==> config.mk <==
export PLATFORM = sky130hd
export DESIGN_NAME = dma_fault_ring
export DESIGN_NICKNAME = d
export VERILOG_FILES = /design/src/rtl/fr_pkg.sv /design/src/rtl/fr_record_bank.sv /design/src/rtl/fr_event_unit.sv /design/src/rtl/dma_fault_ring.sv
export SDC_FILE = /design/constraint.sdc
export NUM_CORES = 1
export LEC_CHECK = 0
export BUFFER_PORTS_ARGS = -buffer_cell sky130_fd_sc_hd__buf_2
export CAP_MARGIN = 40
export CORE_ASPECT_RATIO = 1.1
export CORE_MARGIN = 2
export CORE_UTILIZATION = 59
export DETAILED_ROUTE_END_ITERATION = 8
export PLACE_DENSITY = 0.91
export SETUP_SLACK_MARGIN = 0.02
export SYNTH_ARGS = -nofsm -noshare
export SYNTH_HDL_FRONTEND = slang
export SYNTH_SLANG_ARGS = --single-unit
export TNS_END_PERCENT = 50
==> constraint.sdc <==
create_clock -name clk -period 6.5 [get_ports clk]
set_clock_uncertainty 0.1 [all_clocks]
set_input_delay 0.975 -clock clk [delete_from_list [all_inputs] [get_ports clk]]
set_output_delay 0.975 -clock clk [all_outputs]
set_load 0.1 [all_outputs]
==> src/rtl/fr_pkg.sv <==
package fr_pkg;
  // Register offsets that software decodes
  localparam int OFS_CAP_LO = 'h08;
  localparam int OFS_CAP_HI = 'h0C;
  localparam int OFS_STAT   = 'h34;
  localparam int OFS_CTRL   = 'h38;
  localparam int OFS_DATA   = 'h3C;
  localparam int OFS_ADDR   = 'h40;
  localparam int OFS_UADDR  = 'h44;

  typedef struct packed {
    logic [63:0] addr;
    logic [15:0] rid;
    logic [7:0]  reason;
    logic        is_rd;
  } fr_rec_t;
endpackage

==> src/rtl/fr_record_bank.sv <==
module fr_record_bank
  import fr_pkg::*;
#(
  parameter int NREC  = 4,
  parameter int IDX_W = 2
) (
  input  logic             clk,
  input  logic             rst_n,
  input  logic             wr_en,
  input  logic [IDX_W-1:0] wr_idx,
  input  fr_rec_t          wr_rec,
  input  logic [NREC-1:0]  clr_vec,
  output logic [NREC-1:0]  valid_vec,
  input  logic [IDX_W-1:0] rd_idx,
  input  logic [1:0]       rd_word,
  output logic [31:0]      rd_data
);
  fr_rec_t recs [NREC];

  for (genvar g = 0; g < NREC; g++) begin : g_slot
    always_ff @(posedge clk) begin
      if (!rst_n) begin
        valid_vec[g] <= 1'b0;
        recs[g]      <= '0;
      end else begin
        if (clr_vec[g]) valid_vec[g] <= 1'b0;
        if (wr_en && wr_idx == IDX_W'(g)) begin
          valid_vec[g] <= 1'b1;
          recs[g]      <= wr_rec;
        end
      end
    end
  end

  always_comb begin
    fr_rec_t r;
    r = (int'(rd_idx) < NREC) ? recs[rd_idx] : '0;
    unique case (rd_word)
      2'd0: rd_data = r.addr[31:0];
      2'd1: rd_data = r.addr[63:32];
      2'd2: rd_data = {16'h0, r.rid};
      default: rd_data = {valid_vec[rd_idx], r.is_rd, 22'h0, r.reason};
    endcase
  end

  // the bank is only ever written into a slot that is free this cycle
  a_r7_write_free_slot: assert property (@(posedge clk) disable iff (!rst_n)
    wr_en |-> (!valid_vec[wr_idx] || clr_vec[wr_idx]));
  // a written slot holds a valid record afterwards
  a_r4_written_valid: assert property (@(posedge clk) disable iff (!rst_n)
    wr_en |=> valid_vec[$past(wr_idx)]);
endmodule

==> src/rtl/fr_event_unit.sv <==
module fr_event_unit (
  input  logic        clk,
  input  logic        rst_n,
  input  logic        ctrl_we,
  input  logic        ctrl_wmask,
  input  logic        data_we,
  input  logic        addr_we,
  input  logic        uaddr_we,
  input  logic [31:0] wdata,
  input  logic        rec_we,
  output logic        mask,
  output logic        ip,
  output logic [31:0] data_r,
  output logic [31:0] addr_r,
  output logic [31:0] uaddr_r,
  output logic        evt_valid,
  output logic [63:0] evt_addr,
  output logic [31:0] evt_data
);
  logic mask_n, fire;

  assign mask_n = ctrl_we ? ctrl_wmask : mask;
  assign fire   = !mask_n && (rec_we || ip);

  always_ff @(posedge clk) begin
    if (!rst_n) begin
      mask      <= 1'b1;
      ip        <= 1'b0;
      data_r    <= '0;
      addr_r    <= '0;
      uaddr_r   <= '0;
      evt_valid <= 1'b0;
      evt_addr  <= '0;
      evt_data  <= '0;
    end else begin
      mask      <= mask_n;
      ip        <= mask_n && (ip || rec_we);
      evt_valid <= fire;
      if (fire) begin
        evt_data <= data_r;
        evt_addr <= {uaddr_r, addr_r};
      end
      if (data_we)  data_r  <= wdata;
      if (addr_we)  addr_r  <= wdata;
      if (uaddr_we) uaddr_r <= wdata;
    end
  end

  // a pending event only exists while the mask holds it back
  a_r11_ip_only_masked: assert property (@(posedge clk) disable iff (!rst_n)
    ip |-> mask);
  // lifting the mask with an event pending issues it
  a_r11_unmask_sends: assert property (@(posedge clk) disable iff (!rst_n)
    ($fell(mask) && $past(ip)) |-> evt_valid);
  // an unmasked recording issues an event next cycle
  a_r10_unmasked_event: assert property (@(posedge clk) disable iff (!rst_n)
    (rec_we && !mask && !ctrl_we) |=> evt_valid);
endmodule

==> src/rtl/dma_fault_ring.sv <==
module dma_fault_ring
  import fr_pkg::*;
#(
  parameter int NREC       = 4,
  parameter int RING_FIELD = 'h104,
  parameter int ADDR_W     = 16
) (
  input  logic              clk,
  input  logic              rst_n,
  input  logic              flt_valid,
  input  logic [63:0]       flt_addr,
  input  logic [15:0]       flt_rid,
  input  logic [7:0]        flt_reason,
  input  logic              flt_is_read,
  input  logic              bus_wr,
  input  logic [ADDR_W-1:0] bus_addr,
  input  logic [31:0]       bus_wdata,
  output logic [31:0]       bus_rdata,
  output logic              evt_valid,
  output logic [63:0]       evt_addr,
  output logic [31:0]       evt_data
);
  localparam int IDX_W = (NREC > 1) ? $clog2(NREC) : 1;
  localparam logic [9:0]        RING_F   = 10'(RING_FIELD);
  localparam logic [ADDR_W-1:0] RING_LO  = ADDR_W'(RING_FIELD * 16);
  localparam logic [ADDR_W-1:0] RING_HI  = ADDR_W'(RING_FIELD * 16 + NREC * 16);

  function automatic logic [IDX_W-1:0] next_idx(logic [IDX_W-1:0] i);
    return (int'(i) == NREC - 1) ? '0 : i + 1'b1;
  endfunction

  // Oldest valid record, searched circularly from the next write slot
  function automatic logic [IDX_W-1:0] oldest(logic [NREC-1:0] v, logic [IDX_W-1:0] start);
    logic [IDX_W-1:0] res;
    logic found;
    res = start;
    found = 1'b0;
    for (int k = 0; k < NREC; k++) begin
      int j;
      j = int'(start) + k;
      if (j >= NREC) j = j - NREC;
      if (!found && v[j]) begin
        res   = IDX_W'(j);
        found = 1'b1;
      end
    end
    return res;
  endfunction

  logic [IDX_W-1:0]  wptr;
  logic              ovf;
  logic [NREC-1:0]   valid_vec, clr_vec, eff_valid;
  logic              slot_full, rec_we, drop;
  logic              in_ring, stat_w1c;
  logic [ADDR_W-1:0] ring_off;
  logic [IDX_W-1:0]  slot;
  logic [31:0]       bank_rd;
  logic              mask, ip;
  logic [31:0]       data_r, addr_r, uaddr_r;
  fr_rec_t           new_rec;

  assign in_ring  = (bus_addr >= RING_LO) && (bus_addr < RING_HI);
  assign ring_off = bus_addr - RING_LO;
  assign slot     = ring_off[IDX_W+3:4];

  for (genvar g = 0; g < NREC; g++) begin : g_clr
    assign clr_vec[g] = bus_wr && in_ring && slot == IDX_W'(g) &&
                        ring_off[3:2] == 2'd3 && bus_wdata[31];
  end

  assign eff_valid = valid_vec & ~clr_vec;
  assign slot_full = eff_valid[wptr];
  assign rec_we    = flt_valid && !ovf && !slot_full;
  assign drop      = flt_valid && !ovf && slot_full;
  assign stat_w1c  = bus_wr && bus_addr == ADDR_W'(OFS_STAT) && bus_wdata[0];
  assign new_rec   = '{addr: flt_addr, rid: flt_rid, reason: flt_reason, is_rd: flt_is_read};

  always_ff @(posedge clk) begin
    if (!rst_n) begin
      wptr <= '0;
      ovf  <= 1'b0;
    end else begin
      if (rec_we) wptr <= next_idx(wptr);
      ovf <= (ovf && !stat_w1c) || drop;
    end
  end

  fr_record_bank #(.NREC(NREC), .IDX_W(IDX_W)) u_bank (
    .clk(clk), .rst_n(rst_n), .wr_en(rec_we), .wr_idx(wptr), .wr_rec(new_rec),
    .clr_vec(clr_vec), .valid_vec(valid_vec), .rd_idx(slot),
    .rd_word(ring_off[3:2]), .rd_data(bank_rd)
  );

  fr_event_unit u_evt (
    .clk(clk), .rst_n(rst_n),
    .ctrl_we(bus_wr && bus_addr == ADDR_W'(OFS_CTRL)), .ctrl_wmask(bus_wdata[31]),
    .data_we(bus_wr && bus_addr == ADDR_W'(OFS_DATA)),
    .addr_we(bus_wr && bus_addr == ADDR_W'(OFS_ADDR)),
    .uaddr_we(bus_wr && bus_addr == ADDR_W'(OFS_UADDR)),
    .wdata(bus_wdata), .rec_we(rec_we), .mask(mask), .ip(ip),
    .data_r(data_r), .addr_r(addr_r), .uaddr_r(uaddr_r),
    .evt_valid(evt_valid), .evt_addr(evt_addr), .evt_data(evt_data)
  );

  always_comb begin
    bus_rdata = '0;
    if (in_ring) bus_rdata = bank_rd;
    else if (bus_addr == ADDR_W'(OFS_CAP_LO)) bus_rdata = {RING_F[7:0], 24'h0};
    else if (bus_addr == ADDR_W'(OFS_CAP_HI)) bus_rdata = {16'h0, 8'(NREC - 1), 6'h0, RING_F[9:8]};
    else if (bus_addr == ADDR_W'(OFS_STAT))
      bus_rdata = {16'h0, 8'(oldest(valid_vec, wptr)), 6'h0, |valid_vec, ovf};
    else if (bus_addr == ADDR_W'(OFS_CTRL))  bus_rdata = {mask, ip, 30'h0};
    else if (bus_addr == ADDR_W'(OFS_DATA))  bus_rdata = data_r;
    else if (bus_addr == ADDR_W'(OFS_ADDR))  bus_rdata = addr_r;
    else if (bus_addr == ADDR_W'(OFS_UADDR)) bus_rdata = uaddr_r;
  end

  // nothing is recorded while overflow stands
  a_r8_ovf_blocks: assert property (@(posedge clk) disable iff (!rst_n)
    ovf |-> !rec_we);
  // a fault hitting an occupied slot raises overflow
  a_r7_full_sets_ovf: assert property (@(posedge clk) disable iff (!rst_n)
    (flt_valid && !ovf && slot_full) |=> ovf);
  // each recording advances the write slot
  a_r4_wptr_moves: assert property (@(posedge clk) disable iff (!rst_n)
    rec_we |=> wptr != $past(wptr));
endmodule

## After elaboration in Yosys (flattened, before gate mapping)

Memory sizes are Yosys's and may differ from the RTL's.
Cells that the tools add are included.

| storage, ports and cells | value |
|---|---|
| flip-flop bits (word level) | 202 |
| latch bits | 0 |
| RAM bits | 356 |
| ROM bits | 0 |
| bits of input ports | 141 |
| output and inout port bits | 129 |
| logic and storage cells | 200 |
| memories | 1 |

| operators by class | value |
|---|---|
| add/sub/neg operators | 9 |
| multiply operators | 0 |
| divide/modulo/power cells | 0 |
| magnitude comparators | 12 |
| eq/ne operators | 17 |
| shift operators | 0 |
| multiplexer cells | 91 |
| bitwise operators | 6 |
| reductions and logical operators | 50 |

Memory list:

| name | words | bits a word | read ports | clocked after Yosys merged registers in | wr ports | line | text |
|---|---|---|---|---|---|---|---|
| u_bank.recs | 4 | 89 | 1 | 0 | 4 | fr_record_bank.sv:18 | `fr_rec_t recs [NREC];` |

Operator list:

| kind | number |
|---|---|
| 32-bit 2-to-1 mux | 28 |
| 89-bit 2-to-1 mux | 4 |
| 32-bit by 4-bit < comparator with 1-bit output, second input constant | 4 |
| 32-bit case mux with 3 select lines | 1 |
| 16-bit by 6-bit == test with 1-bit output, second input constant | 3 |
| 1-bit 2-to-1 mux | 47 |
| 1-bit logical AND | 33 |
| 16-bit by 4-bit == test with 1-bit output, second input constant | 2 |
| 16-bit by 7-bit == test with 1-bit output, second input constant | 2 |
| 16-bit by 13-bit greater-or-equal comparator with 1-bit output, second input constant | 1 |
| 16-bit by 13-bit < comparator with 1-bit output, second input constant | 1 |
| 1-bit binary-select mux with 2-bit select | 6 |
| 2-bit == test, second input constant | 6 |
| 3-bit by 3-bit subtractor with 4-bit output, second input constant | 3 |
| 2-bit 2-to-1 mux | 5 |
| 3-bit greater-or-equal comparator, second input constant | 3 |
| 2-bit by 1-bit == test with 1-bit output, second input constant | 4 |
| 2-bit nonzero test | 4 |
| 1-bit zero test | 7 |
| 2-bit by 2-bit adder with 3-bit output, second input constant | 2 |
| 2-bit zero test | 3 |
| 2-bit by 3-bit < comparator with 1-bit output, second input constant | 2 |
| 6-bit by 1-bit subtractor with 6-bit output, second input constant | 1 |
| 4-bit AND | 1 |
| other kinds (8) | 12 |

## Longest topological paths before layout

Gate-level depths: netlist (run 1).

| logic depth | value |
|---|---|
| depth after elaboration | 35 |
| gate-level depth with buffers | 12 |
| mapped depth without buffers | 7 |

## Cells and area by module

From an unflattened synthesis (run 1), not the netlist that was laid out.

| second synthesis, totals | value |
|---|---|
| cell total of the unflattened synthesis | 1980 |
| area, all modules | 25187.9 um^2 |

By module, submodules not included:

| module | instances | cells each | area an instance (um^2) |
|---|---|---|---|
| fr_record_bank | 1 | 1002 | 16195.5 |
| fr_event_unit | 1 | 737 | 7508.5 |
| dma_fault_ring | 1 | 241 | 1483.9 |

## Least setup slack after synthesis (run 1)

Ideal clock, no wire load.

| path | value |
|---|---|
| path type | in2out |
| start point | input bus_addr[4] |
| end point | output bus_rdata[13] |
| arrival time | 4669 ps |
| data required time | 5425 ps |
| setup slack | 756 ps |
| cell stages on the path | 8 |
| buffers on the path | 3 |
| cell sequence | buf_2 -> buf_2 -> buf_1 -> mux4_2 -> mux2i_1 -> nor2_1 -> a21oi_1 -> o21ai_0 |

| on the way | value |
|---|---|
| longest elaborated chain between the ends | 9 |
| elaborated cells between the ends (all ways) | 21 |

RTL lines:

| item | line | text |
|---|---|---|
| start, declared | dma_fault_ring.sv:16 | `input logic [ADDR_W-1:0] bus_addr,` |
| 16-bit by 7-bit == test with 1-bit output | dma_fault_ring.sv:115 | `else if (bus_addr == ADDR_W'(OFS_UADDR)) bus_rdata = uaddr_r;` |
| 32-bit 2-to-1 mux | dma_fault_ring.sv:115 |  |
| 32-bit 2-to-1 mux | dma_fault_ring.sv:114 | `else if (bus_addr == ADDR_W'(OFS_ADDR)) bus_rdata = addr_r;` |
| 32-bit 2-to-1 mux | dma_fault_ring.sv:113 | `else if (bus_addr == ADDR_W'(OFS_DATA)) bus_rdata = data_r;` |
| 32-bit 2-to-1 mux | dma_fault_ring.sv:112 | `else if (bus_addr == ADDR_W'(OFS_CTRL)) bus_rdata = {mask, ip, 30'h0};` |
| 32-bit 2-to-1 mux | dma_fault_ring.sv:110 | `else if (bus_addr == ADDR_W'(OFS_STAT))` |
| 32-bit 2-to-1 mux | dma_fault_ring.sv:109 | `else if (bus_addr == ADDR_W'(OFS_CAP_HI)) bus_rdata = {16'h0, 8'(NREC - 1), 6'h0, RING_F[9:8]};` |
| 32-bit 2-to-1 mux | dma_fault_ring.sv:108 | `else if (bus_addr == ADDR_W'(OFS_CAP_LO)) bus_rdata = {RING_F[7:0], 24'h0};` |
| 32-bit 2-to-1 mux * | dma_fault_ring.sv:107 | `if (in_ring) bus_rdata = bank_rd;` |
| end, declared | dma_fault_ring.sv:18 | `output logic [31:0] bus_rdata,` |

Mark *: on every way between the ends. The rest lies on a longest branch, timed or not.

## Worst setup path in the final report (run 1)

| path | value |
|---|---|
| start point | input bus_addr[13] |
| end point | output bus_rdata[14] |

Same word-level chain as after synthesis.

==> results of run 1 <==
==> cell type report <==
| class | count | area, sq um | area share (%) |
|---|---|---|---|
| flip-flops and latches | 558 | 14700 | 52.1 |
| inverters | 11 | 41.3 | 0.146 |
| repair buffers | 305 | 1790 | 6.34 |
| multi-input cells | 1288 | 9320 | 32.9 |
| clock buffers | 71 | 1470 | 5.18 |
| well taps | 560 | 701 | 2.48 |
| clock inverters | 20 | 193 | 0.681 |
| diodes | 19 | 47.5 | 0.168 |
==> power groups by stage <==
stage / sequential [mW] / clock [mW] / combinational [mW]
after floorplan: 4.48 / 0 / 0.763
after global placement: 4.48 / 0 / 1.09
after detailed placement: 4.53 / 0 / 1.15
after CTS: 4.46 / 3.01 / 1.17
after global routing: 4.50 / 3.13 / 1.24
final: 4.47 / 2.98 / 1.16
==> metal layers <==
layer  GRT usage, %  wire, um  vias up  part of all wire, %
met5              0       108        -                 0.17
met4           9.70      1870       18                  3.0
met3           6.76      5640      139                  8.9
met2           48.1     31000      840                   49
met1           37.4     24400     8258                   39
li1               -         -     7521                    -
==> flip-flops by register name, summed over array words and instances (netlist names) <==
register          cells
wptr                  2
u_bank.valid_vec      4
u_evt.mask            1
u_evt.evt_valid       1
u_evt.ip              1
ovf                   1
u_evt.addr_r         32
u_evt.evt_data       32
u_evt.uaddr_r        32
u_evt.evt_addr       64
u_bank.recs         356
u_evt.data_r         32
==> how the worst max path moves through the flow <==
stage | startpoint | slack, ns | end
3_3_place_gp | bus_addr[12] | 1.41 | bus_rdata[14]
6_report | bus_addr[13] | 1.20 | bus_rdata[14]
2_1_floorplan | bus_addr[4] | 0.76 | bus_rdata[13]
4_1_cts | bus_addr[13] | 1.29 | bus_rdata[13]
3_5_place_dp | bus_addr[13] | 1.32 | bus_rdata[13]
5_1_grt | bus_addr[13] | 1.05 | bus_rdata[14]
==> cells in the final DEF (no fill, tap or decap), types with 26 or more instances in the layout <==
master / Yosys / layout
a21boi_0: 90 / 90
and2_1: 360 / 361
buf_2: 18 / 266
buf_4: 6 / 26
clkbuf_16: 0 / 55
dfxtp_1: 202 / 202
edfxtp_1: 356 / 356
mux2i_1: 124 / 124
mux4_2: 99 / 99
nand2_1: 421 / 417
o21ai_0: 31 / 31
==> worst max-delay path: cells and delay by family <==
kind | cells | cell delay, ns
AND/OR/NAND/NOR | 4 | 1.75
buffers and inverters | 3 | 1.03
AO/OA/AOI/OAI | 3 | 0.46
==> cells by family (layout without fill, tap and decap cells) <==
family	after synthesis	in the layout	synth area share (%)
fa+ha+maj	4	4	0.202
buf+inv	162	407	2.99
other cells	0	19	0
compound gates	207	207	5.95
mux	223	223	14.0
flops	558	558	59.6
simple gates	854	854	17.3
==> metrics.md, run 1 <==
| Metric | Value |
|---|---|
| Post-synth EDFFs | `356` |
| Async S/R FF share, synth | `0%` |
| Initial antenna violation count | `22` |
| Hold slack | `0.350 ns` |
| Post-CTS sizing | `0` |
| CP required | `5.42 ns` |
| Worst skew pair latency | `0.58 ns` |
| Reg2reg end | `u_bank.recs[0][6]` |
| Min-Delay Path Class | `register to register` |
| Switch share | `24.6%` |
| Final WS setup | `1.20 ns` |
| Top-count cell post-synth | `nand2_1` |
| First-pass GRT wire length | `95900 um` |
| Slowest-stage cell, CP | `nor4_4` |
| Layout area overhead | `14.4%` |
| Worst Path Class, Setup | `input port to output port` |
| WL final | `63100 um` |
| Reg2reg path depth | `9` |
| I/O pin count | `270` |
| Critical path's largest stage delay | `0.63 ns` |
| Yosys warning count | `0` |
| Commonest cells post-synth | `421 x nand2_1, 360 x and2_1, 356 x edfxtp_1` |
| Cell Pwr Density | `304 nW/um^2` |
| Clock Root Buffer | `clkbuf_16` |
| Starting density of the core | `59.9%` |
| Die ar. | `43600 sq um` |
| GR Overflow Total | `0` |
| Nature of the critical path endpoint | `output port` |
| Post-detail-place hpwl | `40700 um` |
| Pint | `6.50 mW` |
| Die width | `199 um` |
| Achievable Freq | `0.189 GHz` |
| Final worst path period need | `5.30 ns` |
| Reg power frac | `51.8%` |
| Area contributors post-synth | `edfxtp_1 43%, dfxtp_1 16%, and2_1 9.1%` |
| Power Total | `8.62 mW` |
| Slew Limit Fails | `0` |
| Final #Nets | `2362` |
| Clk buf depth | `3` |
| Hold depth | `2` |
| Final non-filler cell total | `2832` |
| Register clock-pin slew on the reported worst setup and hold paths | `0.06 ns` |
| Site Rows | `78` |
| Startpoint Class | `input port` |
| Pre-CTS setup slack | `1.32 ns` |
| Unrepaired setup endpoints after global routing | `false` |
| Placed insts | `2722` |
| HP Start | `u_evt.evt_addr[32]` |
| 1st-iter DRT viols | `1879` |
| RePlAce Congestion | `0.922` |
| CTS H-tree depth | `2` |
| Slew headroom | `41.2%` |
| DRC Markers | `0` |
| Avg Synthesized Cell Area | `12.3 sq um` |
| Die height | `219 um` |
| Port Buf Inserts | `269` |
| CP Max Fanout | `21` |
| Final Core Density | `68.6%` |
| Most frequent CP cell | `buf_2` |
| Total CTS buffers | `53` |
| Wire per inst | `22.3 um` |
| TritonCTS clock tree | `done` |
| DR pass1 iterations | `5` |
| DP Area | `26600 sq um` |
| Fin crit share | `81.5%` |
| Vias | `16776` |
| Synthesized cell area | `24700 sq um` |
| R2R setup slack | `3.26 ns` |
| Fin Setup TNS | `0 ns` |
| CTS Hold Bufs | `0` |
| Main flop type after synthesis | `edfxtp_1` |
| Largest net degree at the start of global routing | `124` |
| Area of the core | `41300 sq um` |
| Synthesized instance count | `2008` |
| Number of synthesized register bits | `558` |
| Status | `complete, no violations` |
| Hold-critical path endpoint | `u_evt.evt_addr[32]` |
| Setup-failing EPs final | `0` |
| Share of the synthesized area in the top cell type | `43.2%` |
| R2R Path Start | `wptr[0]` |
| Seq/Total Area, Yosys | `59.6%` |
| Pleak | `10.5 nW` |
| Worst-Margin Slew | `0.880 ns` |
| Unique masters post-synth | `54` |
| Finished Cell Area | `28300 sq um` |
| CP cell instances | `buf_2 -> nor3_1 -> and2_0 -> nand2_1 -> nor4_4 -> buf_4 -> a22o_1 -> a21oi_1 -> o21ai_0 -> buf_2` |
| Max IR drop VDD | `191 uV` |
| Post CTS Setup Buffer Count | `0` |
| Dominant cell type by area after synthesis | `edfxtp_1` |
| Fill count | `2727` |
| Clock Power Share | `34.6%` |
| Logic pwr share | `13.5%` |
| Share of cells above drive strength 1 | `21.8%` |
| Detail Route Antenna Nets | `0` |
| Syn nets | `2153` |
| Switch Pwr | `2.12 mW` |
| Via-to-Cell Ratio | `5.92` |
| Critical Path AT | `4.22 ns` |
| Gr usage total | `28.9%` |
| Max Cap Viol | `0` |
| CTS sink cnt | `558` |
| Hold Vio Cnt, Final | `0` |
| Number of global-route vias before repair | `16712` |
No activity file was read; power rests on OpenSTA's default activity.
==> run 2: changes to the inputs <==
--- a/config.mk
+++ b/config.mk
@@ -5,6 +5,7 @@
 export SDC_FILE = /design/constraint.sdc
 export NUM_CORES = 1
 export LEC_CHECK = 0
+export ABC_AREA = 1
 export BUFFER_PORTS_ARGS = -buffer_cell sky130_fd_sc_hd__buf_2
 export CAP_MARGIN = 40
 export CORE_ASPECT_RATIO = 1.1
==> constraint.sdc (replaced) <==
create_clock -name clk -period 5.28 [get_ports clk]
set_clock_uncertainty 0.1 [all_clocks]
set_input_delay 0.792 -clock clk [delete_from_list [all_inputs] [get_ports clk]]
set_output_delay 0.792 -clock clk [all_outputs]
set_load 0.1 [all_outputs]
==> run 2 against run 1 <==
  * Setup slack got worse by 0.36 ns
  * Largest cell class unchanged
  * Via count is 23% higher
  * Critical endpoint is now bus_rdata[1]
  * Final cell count grew 16%
  * Clock power up 30%
  * Utilization up 0.20 points
==> metrics.md, run 2 <==
| Metric | Value |
|---|---|
| CP required | `4.39 ns` |
| Logic pwr share | `14.3%` |
| Worst Path Class, Setup | `input port to output port` |
| Synthesized instance count | `2548` |
| Clk buf depth | `3` |
| Unrepaired setup endpoints after global routing | `false` |
| DRC Markers | `0` |
| Top-count cell post-synth | `nor2_1` |
| Worst-Margin Slew | `0.948 ns` |
| Register clock-pin slew on the reported worst setup and hold paths | `0.06 ns` |
| First-pass GRT wire length | `109000 um` |
| Final worst path period need | `4.44 ns` |
| Mux contribution to synthesized area | `0%` |
| CTS Hold Bufs | `0` |
| Largest net degree at the start of global routing | `129` |
| Total CTS buffers | `53` |
| DR pass1 iterations | `8` |
| Fraction of the mapped netlist area in compound gates | `14.5%` |
| Avg Synthesized Cell Area | `9.46 sq um` |
| Port Buf Inserts | `269` |
| Commonest cells post-synth | `545 x nor2_1, 356 x edfxtp_1, 271 x nand2_1` |
| Wire per inst | `21.6 um` |
| Initial antenna violation count | `1` |
| XOR/XNOR share of the synthesized area | `0%` |
| Switch Pwr | `3.01 mW` |
| Area of the core | `40300 sq um` |
| Status | `complete, no violations` |
| Max IR drop VDD | `257 uV` |
| Min-Delay Path Class | `register to register` |
| Adder-cell share of the synthesized area | `0.208%` |
| Post-detail-place hpwl | `44400 um` |
| Dominant cell type by area after synthesis | `edfxtp_1` |
| Number of global-route vias before repair | `19674` |
| Cell Pwr Density | `392 nW/um^2` |
| Yosys warning count | `0` |
| Gr usage total | `32.9%` |
| Async S/R FF share, synth | `0%` |
| Site Rows | `77` |
| Critical Path AT | `3.55 ns` |
| Post CTS Setup Buffer Count | `0` |
| DP Area | `25900 sq um` |
| Main combinational cell family by area after synthesis | `simple AND/OR/NAND/NOR gates` |
| Reg power frac | `50.2%` |
| Die width | `197 um` |
| Hold Vio Cnt, Final | `0` |
| WL final | `71000 um` |
| Detail Route Antenna Nets | `0` |
| Die ar. | `42500 sq um` |
| Startpoint Class | `input port` |
| Seq/Total Area, Yosys | `61.1%` |
| Slew Limit Fails | `0` |
| Worst skew pair latency | `0.59 ns` |
| Top reg by flops | `u_bank.recs` |
| Post-synth EDFFs | `356` |
| Pint | `7.84 mW` |
| Pleak | `11.4 nW` |
| Post-CTS sizing | `0` |
| Most frequent cells in the layout | `544 x nor2_1, 356 x edfxtp_1, 271 x nand2_1` |
| Area contributors post-synth | `edfxtp_1 44%, dfxtp_1 17%, nor2_1 8.5%` |
| I/O pin count | `270` |
| Finished Cell Area | `27700 sq um` |
| Setup-failing EPs final | `0` |
| Main flop type after synthesis | `edfxtp_1` |
| Switch share | `27.7%` |
| TritonCTS clock tree | `done` |
| Final Core Density | `68.8%` |
| Achievable Freq | `0.225 GHz` |
| Clock Power Share | `35.6%` |
| Final #Nets | `2879` |
| CP Max Fanout | `25` |
| Synthesized cell area | `24100 sq um` |
| Largest regs | `u_bank.recs: 356 flops, u_evt.evt_addr: 64 flops` |
| Slew headroom | `36.8%` |
| Clock Root Buffer | `clkbuf_16` |
| CTS H-tree depth | `2` |
| Nature of the critical path endpoint | `output port` |
| Simple logic cell fraction of the synthesized area | `16.9%` |
| 1st-iter DRT viols | `3293` |
| Share of cells above drive strength 1 | `15.0%` |
| CTS sink cnt | `558` |
| Max Cap Viol | `0` |
| Die height | `216 um` |
| Starting density of the core | `59.9%` |
| Unique masters post-synth | `41` |
| Share of the synthesized area in the top cell type | `44.3%` |
| Most common cell after layout, fill and taps aside | `nor2_1` |
| Max reg flops | `356` |
| Vias | `20583` |
| Layout area overhead | `14.8%` |
| Fin crit share | `84.1%` |
| Syn nets | `2693` |
| Via-to-Cell Ratio | `6.26` |
| Number of synthesized register bits | `558` |
| Fin Setup TNS | `0 ns` |
| GR Overflow Total | `0` |
| Hold slack | `0.373 ns` |
| RePlAce Congestion | `0.890` |
| Power Total | `10.9 mW` |
[run 2: worst max-delay path, stage by stage]
cell	delay, ns
buf_2	0.28
nor2_1	0.15
inv_2	0.51
nor2_1	0.22
nand3_1	0.19
inv_1	0.25
nor3_1	0.22
o21ai_0	0.10
nand2_1	0.08
nand2_1	0.09
o21ai_0	0.16
buf_2	0.50
[run 2: cell families after synthesis]
logic type,after synthesis
compound gates,573
flops,558
buf+inv,410
fa+ha+maj,4
simple gates,1003
[run 2: cell type report]
cell class / count / area [sq um]
Antenna cell: 4 / 10.0
Clock buffer: 73 / 1520
Clock inverter: 21 / 234
Timing Repair Buffer: 311 / 2000
Fill cell: 2857 / 12600
Multi-Input combinational cell: 1580 / 7680
Tap cell: 513 / 642
Sequential cell: 558 / 14700
Inverter: 230 / 868
[run 2: routing by layer]
layer,vias up,share of wire (%),GRT usage [%]
met1,9625,37,44.5
met5,-,0.017,0
met4,2,4.2,14.5
met3,227,13,6.52
met2,1616,46,51.7
li1,9113,-,-
[run 2: worst paths after layout]
check / end / start / depth (start not counted) / slack (ns)
max: bus_rdata[1] / bus_addr[3] / 12 / 0.84
min: u_evt.evt_addr[22] / u_evt.evt_addr[22] / 2 / 0.37
max reg2reg: u_bank.recs[0][82] / wptr[0] / 7 / 2.53
min reg2reg: u_evt.evt_addr[22] / u_evt.evt_addr[22] / 2 / 0.37
[run 2: power by group through the flow]
stage | sequential (mW) | combinational (mW) | clock, mW
final | 5.45 | 1.55 | 3.86
after global routing | 5.48 | 1.67 | 4.00
after CTS | 5.43 | 1.51 | 3.84
after floorplan | 5.51 | 1.16 | 0
after global placement | 5.47 | 1.40 | 0
after detailed placement | 5.52 | 1.49 | 0
[run 2: metrics by stage]
| stage | worst slack, ns | instances |
|---|---|---|
| finish | 0.838 | 3290 |
| global route | 0.672 | 3286 |
| CTS | 0.916 | 3286 |
| detailed placement | 0.975 | 3192 |
| global placement | 0.994 | 3186 |
| floorplan | -0.991 | 2548 |
